==> config.mk <==
export PLATFORM = sky130hd
export DESIGN_NAME = gpio_regbank
export DESIGN_NICKNAME = d
export VERILOG_FILES = /design/src/rtl/gpio_rb_pkg.sv /design/src/rtl/gpio_rb_decode.sv /design/src/rtl/gpio_rb_port.sv /design/src/rtl/gpio_regbank.sv
export SDC_FILE = /design/constraint.sdc
export NUM_CORES = 1
export LEC_CHECK = 0
export ABC_CLOCK_PERIOD_IN_PS = 2000
export CAP_MARGIN = 15
export CORE_UTILIZATION = 47
export DETAILED_ROUTE_END_ITERATION = 12
export PLACE_DENSITY_LB_ADDON = 0.25
export SYNTH_ARGS = -nofsm -noshare
export SYNTH_HDL_FRONTEND = slang
export SYNTH_SLANG_ARGS = --single-unit
==> constraint.sdc <==
create_clock -name clk -period 2 [get_ports clk]
set_input_delay 0.2 -clock clk [delete_from_list [all_inputs] [get_ports clk]]
set_output_delay 0.2 -clock clk [all_outputs]
set_load 0.02 [all_outputs]
==> src/rtl/gpio_rb_pkg.sv <==
package gpio_rb_pkg;

    localparam int NPORT  = 4;
    localparam int PW     = 8;
    localparam int AW     = 8;
    localparam int PIDX_W = $clog2(NPORT);
    localparam int SZ_W   = 2;
    localparam int SELA_W = 2;
    localparam int SELB_W = 4;

    typedef enum logic [2:0] {
        K_NONE,
        K_OUT,
        K_MODE,
        K_DIR,
        K_IN,
        K_SELA,
        K_SELB
    } reg_kind_e;

    typedef struct packed {
        reg_kind_e          kind;
        logic [PIDX_W-1:0]  port;
    } reg_sel_t;

    localparam logic [AW-1:0] SELA_ADDR = 8'h44;
    localparam logic [AW-1:0] SELB_ADDR = 8'h48;

    localparam logic [PW-1:0] FULL_MASK  = {PW{1'b1}};
    localparam logic [PW-1:0] NARROW_MSK = PW'(8'h03);
    localparam logic [PW-1:0] BIT0_MSK   = PW'(8'h01);
    localparam logic [PW-1:0] SELA_MSK   = PW'((1 << SELA_W) - 1);
    localparam logic [PW-1:0] SELB_MSK   = PW'((1 << SELB_W) - 1);
    localparam logic [PW-1:0] SELA_RST   = '0;
    localparam logic [PW-1:0] SELB_RST   = PW'(8'h0F);

    // Port index = {addr[2], addr[0]}; the 32-byte bank is picked by addr[7:5].
    function automatic reg_sel_t decode_addr(input logic [AW-1:0] a);
        reg_sel_t r;
        r.kind = K_NONE;
        r.port = {a[2], a[0]};
        if (a[4:3] == 2'b00 && a[1] == 1'b0) begin
            case (a[7:5])
                3'd0:    r.kind = K_OUT;
                3'd1:    r.kind = K_MODE;
                3'd3:    r.kind = K_DIR;
                3'd4:    r.kind = K_IN;
                default: r.kind = K_NONE;
            endcase
        end
        if (a == SELA_ADDR) r.kind = K_SELA;
        if (a == SELB_ADDR) r.kind = K_SELB;
        return r;
    endfunction

    function automatic logic [PW-1:0] write_mask(input reg_kind_e k,
                                                 input logic [PIDX_W-1:0] p);
        logic [PW-1:0] m;
        case (k)
            K_OUT, K_DIR: m = (p == 2'd3) ? NARROW_MSK : FULL_MASK;
            K_MODE: begin
                if (p == 2'd3)      m = NARROW_MSK;
                else if (p == 2'd2) m = FULL_MASK;
                else                m = BIT0_MSK;
            end
            K_SELA:  m = SELA_MSK;
            K_SELB:  m = SELB_MSK;
            default: m = '0;
        endcase
        return m;
    endfunction

    function automatic logic [PW-1:0] mode_reset(input int p);
        return (p == 2) ? FULL_MASK : '0;
    endfunction

endpackage

==> src/rtl/gpio_rb_decode.sv <==
module gpio_rb_decode
    import gpio_rb_pkg::*;
(
    input  logic [AW-1:0]   addr,
    input  logic            wr,
    input  logic            rd,
    input  logic [SZ_W-1:0] size,
    input  logic [PW-1:0]   wdata,
    output reg_sel_t        sel,
    output logic            wr_ok,
    output logic            rd_ok,
    output logic            err
);

    logic          access;
    logic          bad_mix;
    logic          bad_size;
    logic          bad_addr;
    logic          ro_hit;
    logic          resv_hit;
    logic [PW-1:0] mask;

    always_comb begin
        sel      = decode_addr(addr);
        mask     = write_mask(sel.kind, sel.port);
        access   = wr | rd;
        bad_mix  = wr & rd;
        bad_size = (size != '0);
        bad_addr = (sel.kind == K_NONE);
        ro_hit   = wr & (sel.kind == K_IN);
        resv_hit = wr & ((wdata & ~mask) != '0);
        err      = access & (bad_mix | bad_size | bad_addr | ro_hit | resv_hit);
        wr_ok    = wr & ~rd & ~err;
        rd_ok    = rd & ~wr & ~err;
    end

endmodule

==> src/rtl/gpio_rb_port.sv <==
module gpio_rb_port
    import gpio_rb_pkg::*;
#(
    parameter int PIDX = 0
) (
    input  logic          clk,
    input  logic          rst,
    input  logic          we_out,
    input  logic          we_mode,
    input  logic          we_dir,
    input  logic [PW-1:0] wdata,
    input  logic [PW-1:0] pins,
    output logic [PW-1:0] out_q,
    output logic [PW-1:0] mode_q,
    output logic [PW-1:0] dir_q,
    output logic [PW-1:0] in_q
);

    localparam logic [PIDX_W-1:0] PSEL     = PIDX_W'(PIDX);
    localparam logic [PW-1:0]     OUT_MSK  = write_mask(K_OUT, PSEL);
    localparam logic [PW-1:0]     MODE_MSK = write_mask(K_MODE, PSEL);
    localparam logic [PW-1:0]     DIR_MSK  = write_mask(K_DIR, PSEL);
    localparam logic [PW-1:0]     PIN_MSK  = OUT_MSK;
    localparam logic [PW-1:0]     MODE_RST = mode_reset(PIDX);

    logic [PW-1:0] sync1;

    always_ff @(posedge clk) begin
        if (rst) begin
            out_q  <= '0;
            mode_q <= MODE_RST;
            dir_q  <= '0;
        end else begin
            if (we_out)  out_q  <= wdata;
            if (we_mode) mode_q <= wdata;
            if (we_dir)  dir_q  <= wdata;
        end
    end

    always_ff @(posedge clk) begin
        if (rst) begin
            sync1 <= '0;
            in_q  <= '0;
        end else begin
            sync1 <= pins & PIN_MSK;
            in_q  <= sync1;
        end
    end

    // reset values appear one edge after reset is seen
    a_r3_reset_values: assert property (@(posedge clk)
        rst |=> (out_q == '0 && dir_q == '0 && mode_q == MODE_RST));

    // the decoder must never let a reserved bit into storage
    a_r4_r5_reserved_bits: assert property (@(posedge clk) disable iff (rst)
        ((out_q & ~OUT_MSK) == '0) && ((mode_q & ~MODE_MSK) == '0)
        && ((dir_q & ~DIR_MSK) == '0));

    // without a write strobe the latch holds
    a_r8_out_hold: assert property (@(posedge clk) disable iff (rst)
        !we_out |=> $stable(out_q));

    // unimplemented input bits stay zero
    a_r10_input_masked: assert property (@(posedge clk) disable iff (rst)
        (in_q & ~PIN_MSK) == '0);

endmodule

==> src/rtl/gpio_regbank.sv <==
module gpio_regbank
    import gpio_rb_pkg::*;
(
    input  logic                clk,
    input  logic                rst,
    input  logic [AW-1:0]       bus_addr,
    input  logic                bus_wr,
    input  logic                bus_rd,
    input  logic [SZ_W-1:0]     bus_size,
    input  logic [PW-1:0]       bus_wdata,
    output logic [PW-1:0]       bus_rdata,
    output logic                bus_err,
    input  logic [NPORT*PW-1:0] pin_in,
    output logic [NPORT*PW-1:0] pad_out,
    output logic [NPORT*PW-1:0] pad_oe,
    output logic [SELA_W-1:0]   func_sel_a,
    output logic [SELB_W-1:0]   func_sel_b
);

    reg_sel_t sel;
    logic     wr_ok;
    logic     rd_ok;

    gpio_rb_decode u_dec (
        .addr  (bus_addr),
        .wr    (bus_wr),
        .rd    (bus_rd),
        .size  (bus_size),
        .wdata (bus_wdata),
        .sel   (sel),
        .wr_ok (wr_ok),
        .rd_ok (rd_ok),
        .err   (bus_err)
    );

    logic [PW-1:0]       out_a  [NPORT];
    logic [PW-1:0]       mode_a [NPORT];
    logic [PW-1:0]       dir_a  [NPORT];
    logic [PW-1:0]       in_a   [NPORT];
    logic [NPORT*PW-1:0] mode_v;

    for (genvar g = 0; g < NPORT; g++) begin : g_port
        logic hit;
        assign hit = wr_ok && (sel.port == PIDX_W'(g));

        gpio_rb_port #(.PIDX(g)) u_port (
            .clk     (clk),
            .rst     (rst),
            .we_out  (hit && sel.kind == K_OUT),
            .we_mode (hit && sel.kind == K_MODE),
            .we_dir  (hit && sel.kind == K_DIR),
            .wdata   (bus_wdata),
            .pins    (pin_in[g*PW +: PW]),
            .out_q   (out_a[g]),
            .mode_q  (mode_a[g]),
            .dir_q   (dir_a[g]),
            .in_q    (in_a[g])
        );

        assign pad_oe [g*PW +: PW] = dir_a[g];
        assign pad_out[g*PW +: PW] = out_a[g] & dir_a[g];
        assign mode_v [g*PW +: PW] = mode_a[g];
    end

    logic [PW-1:0] sel_a_q;
    logic [PW-1:0] sel_b_q;

    always_ff @(posedge clk) begin
        if (rst) begin
            sel_a_q <= SELA_RST;
            sel_b_q <= SELB_RST;
        end else if (wr_ok) begin
            if (sel.kind == K_SELA) sel_a_q <= bus_wdata;
            if (sel.kind == K_SELB) sel_b_q <= bus_wdata;
        end
    end

    assign func_sel_a = sel_a_q[SELA_W-1:0];
    assign func_sel_b = sel_b_q[SELB_W-1:0];

    always_comb begin
        bus_rdata = '0;
        if (rd_ok) begin
            case (sel.kind)
                K_OUT:   bus_rdata = out_a[sel.port];
                K_MODE:  bus_rdata = mode_a[sel.port];
                K_DIR:   bus_rdata = dir_a[sel.port];
                K_IN:    bus_rdata = in_a[sel.port];
                K_SELA:  bus_rdata = sel_a_q;
                K_SELB:  bus_rdata = sel_b_q;
                default: bus_rdata = '0;
            endcase
        end
    end

    // a rejected access returns no data
    a_r12_err_rdata_zero: assert property (@(posedge clk) disable iff (rst)
        bus_err |-> bus_rdata == '0);

    // a rejected access leaves every register untouched
    a_r8_err_no_update: assert property (@(posedge clk) disable iff (rst)
        bus_err |=> ($stable(pad_out) && $stable(pad_oe) && $stable(mode_v)
                     && $stable(sel_a_q) && $stable(sel_b_q)));

    // select registers never hold bits outside their fields
    a_r6_sel_reserved: assert property (@(posedge clk) disable iff (rst)
        ((sel_a_q & ~SELA_MSK) == '0) && ((sel_b_q & ~SELB_MSK) == '0));

    // no error without a strobe
    a_r12_idle_no_err: assert property (@(posedge clk) disable iff (rst)
        (!bus_wr && !bus_rd) |-> !bus_err);

endmodule

==> results.md <==
• Placed Instance Area: 0.00959 mm^2
• x dimension of the die: 124 um
• maximum fanout count along the critical path: 2
• average instance area after synthesis: 10.6 um^2
• global-route usage over all layers: 0.298
• Final HPWL DP: 16100 um
• area of the multi-input gates: 0.00385 mm^2
• total inserted antenna cells: 0
• number of design-rule violations left by the first detailed-router iteration: 384
• Worst VDD drop: 0.578 mV
• hold violation total from the final report: 0
• combinational group share of total power: 0.083
• area share of and/or/nand/nor cells after synthesis: 0.236
• final worst setup slack: -0.256 ns
• kind of end point of the critical path: primary output
• clock insertion delay at the later pin of the skew report: 0.43 ns
• finished layout cell area: 0.0106 mm^2
• cell internal pwr: 0.00532 W
• Final min period: 2.26 ns
• sequential standard cell area: 0.00330 mm^2
• placer congestion estimate: 0.958
• DRT Pass-1 Iters: 5
• most frequently used flop master after synthesis: dfxtp_1
• number of library cell types mapped by synthesis: 49
• number of flops mapped to enable cells by yosys: 0
• die area: 0.0154 mm^2
• Slew Limit Headroom: 0.576
• residual overflow from global routing: 0
• result of the run: finished, violations left
• net count reported at finish: 967
• Highest Clock Rate: 443 MHz
• Tightest Pin Transition: 0.636 ns
• FF+latch count, synth: 164
• detail-routed via count per cell: 5.39
• Worst Hold Class: input port to flip-flop
• std cell rows: 44
• wire length of the first global-routing pass: 33200 um
• die outline height: 124 um
• initial standard-cell utilization of the core: 0.482
• detail-routed net length per standard cell: 19.7 um
• count of warnings emitted by yosys: 0
• number of nets with antenna violations after routing: 0
• aggregate negative setup slack: -1.29 ns
• cell at the root of the clock tree: clkbuf_16
• number of clock buffers inserted by TritonCTS: 17
• max capacitance violation total: 0
• data arrival time of the critical path: 2.06 ns
• Static Leakage: 4.41 nW
• number of levels the H-tree was split into: 4
• relative contribution of sequential cells to total power: 0.465
• TritonCTS clock tree: built
• main combinational cell family by area after synthesis: simple AND/OR/NAND/NOR gates
• via count of the first global-routing pass: 5947
• clock power share: 0.453
• fraction of the cycle the final worst path needs: 1.13
• met1 Resource Use GR: 0.385
• clk sink count: 164
• most congested layer reported by global routing: met2
• Clock Skew: 0.00482 ns
• share of synthesized area spent on multiplexers: 0.194
• area inside the core boundary: 0.0145 mm^2
• Mapped Area: 0.00700 mm^2
• net switching fraction of the power: 0.256
• share of post-route cells with drive strength above 1: 0.334
• Worst Setup Start Kind: flip-flop
• drc violations: 0
• sw power: 0.00183 W
• Cells after Synth: 662
• number of port buffers: 126
• CP required: 1.80 ns
• arithmetic-cell share of the synthesized area counting full adders, half adders and majority gates: 0
• antenna violations before repair: 0
• largest net degree at the start of global routing: 93
• count of vias placed by the detailed router: 5982
• met2 usage: 0.492
• setup repair after global routing missed its margin: yes
• ys async rst share: 0
• Synth Area in XOR/XNOR: 0.00125
• signed area change from the synthesized netlist to the final layout: 51.4%
• Setup Viol. Count Final: 9
• net count after synthesis: 716
• Worst-path clk slew: 0.07 ns
• share of synthesized area occupied by flip-flops and latches: 0.469
• met3 Resource Use GR: 0.0650
• kind of critical path: flip-flop to primary output
• top-level I/O count: 133
• power density over cell area: 675 mW/mm^2
• number of fill cells in the layout: 1048
• number of buffers on the longest clock path: 2
• violations in the final reports: negative setup slack
• CTS Hold Bufs: 0
• total length of routed wires: 21900 um
• number of pins exceeding their max-slew limit in the final report: 0
• compound-gate portion of the synthesized area: 0.0631
[layer usage]
metal  share of wire  vias to the layer above
li1                -                     2812
met1            0.43                     2961
met2            0.49                      179
met3           0.051                       30
met4           0.023                        0
met5               0                        -
[kinds of logic after synthesis]
| kind of cell | after synthesis |
|---|---|
| flip-flops | 164 |
| buffers and inverters | 57 |
| AND/OR/NAND/NOR | 282 |
| multiplexers | 102 |
| AO/OA/AOI/OAI | 56 |
| XOR/XNOR | 1 |
[critical path: stages, from the launching register on]
cell,delay [ns]
dfxtp_2,0.33
mux4_2,0.49
mux2_4,0.31
a221oi_4,0.29
nor2_4,0.06
buf_6,0.13
[final timing paths]
check	startpoint	end	slack (ns)	depth (start not counted)
max	g_port[0].u_port.dir_q[2]$_SDFFE_PP0P_	bus_rdata[2]	-0.26	5
min	rst	g_port[2].u_port.out_q[1]$_SDFFE_PP0P_	0.29	2
max reg2reg	g_port[2].u_port.mode_q[6]$_SDFFE_PP1P_	g_port[2].u_port.mode_q[6]$_SDFFE_PP1P_	1.16	2
min reg2reg	g_port[2].u_port.sync1[6]$_SDFF_PP0_	g_port[2].u_port.in_q[6]$_SDFF_PP0_	0.44	1
[registers in the layout, summed over array words and instances, names as in the netlist]
name and flops:
g_port.u_port.out_q 32, sel_a_q 8, g_port.u_port.dir_q 32, sel_b_q 8, g_port.u_port.mode_q 32, g_port.u_port.sync1 26, g_port.u_port.in_q 26
[cell type report]
cell class	instances	area share
repair buffers	287	0.247
clock inverters	14	0.0153
flip-flops and latches	164	0.311
well taps	184	0.0217
clock buffers	18	0.0414
inverters	2	0.000708
multi-input cells	441	0.363
[cell usage in the layout (no fill, tap or decap), types with 4 or more instances in the layout]
cell type / Yosys / routed
nor3b_1: 19 / 19
clkdlybuf4s50_1: 0 / 108
o21ai_0: 9 / 9
mux2i_1: 68 / 67
buf_6: 0 / 21
nand2b_1: 15 / 15
a211o_1: 8 / 8
nor3_1: 9 / 4
a221oi_4: 0 / 4
buf_2: 10 / 6
nor2_1: 71 / 64
nand2_1: 14 / 12
dfxtp_1: 164 / 154
o2bb2ai_1: 6 / 6
nor4_4: 0 / 4
nor2_4: 0 / 4
nor3_2: 1 / 4
and2_1: 58 / 57
dfxtp_2: 0 / 10
buf_4: 8 / 142
mux4_2: 26 / 26
nor2b_1: 65 / 62
clkinv_8: 0 / 5
a22oi_1: 8 / 8
buf_12: 0 / 10
mux2_4: 0 / 8
clkbuf_16: 0 / 17
[power by group through the flow]
stage	Combinational (W)	Sequential, W	Clock (W)
4_1_cts	0.000572	0.00332	0.00328
3_5_place_dp	0.000535	0.00340	0
5_1_grt	0.000627	0.00333	0.00345
2_1_floorplan	0.000250	0.00339	0
3_3_place_gp	0.000529	0.00340	0
6_report	0.000591	0.00332	0.00324
[through the flow]
stage / instances / power, W / util / worst slack, ns / hold slack (ns)
2_1_floorplan: 662 / 0.00364 / - / -0.219 / 0.328
3_3_place_gp: 1072 / 0.00393 / 0.660 / -0.975 / 0.418
3_5_place_dp: 1072 / 0.00393 / 0.660 / -0.970 / 0.426
4_1_cts: 1110 / 0.00718 / 0.721 / -0.262 / 0.259
5_1_grt: 1110 / 0.00740 / 0.729 / -0.297 / 0.287
6_report: 1110 / 0.00715 / 0.729 / -0.256 / 0.286
[synth_stat cells, types with 4 or more instances]
cell type  instances  share of area
buf_4              8         0.0086
a221oi_1           6         0.0075
o2bb2ai_1          6         0.0075
clkbuf_1          32          0.017
nor3b_1           19          0.020
dfxtp_1          164           0.47
a31oi_1            4         0.0036
mux2_2             8          0.013
nor2b_1           65          0.058
a211o_1            8          0.010
nand2_1           14         0.0075
mux4_2            26          0.084
a22oi_1            8         0.0086
and2_1            58          0.052
nor3_1             9         0.0064
mux2i_1           68          0.097
nor2_1            71          0.038
o21ai_0            9         0.0064
nand2b_1          15          0.013
buf_1              5         0.0027
buf_2             10         0.0071
[timing repair]
action	4_1_cts	5_1_grt
gates resized for setup	132	30
setup buffers	6	0
hold endpoints to repair	0	0
setup endpoints to repair	111	49
pin swaps	20	15
No activity file was read; power rests on OpenSTA's default activity.
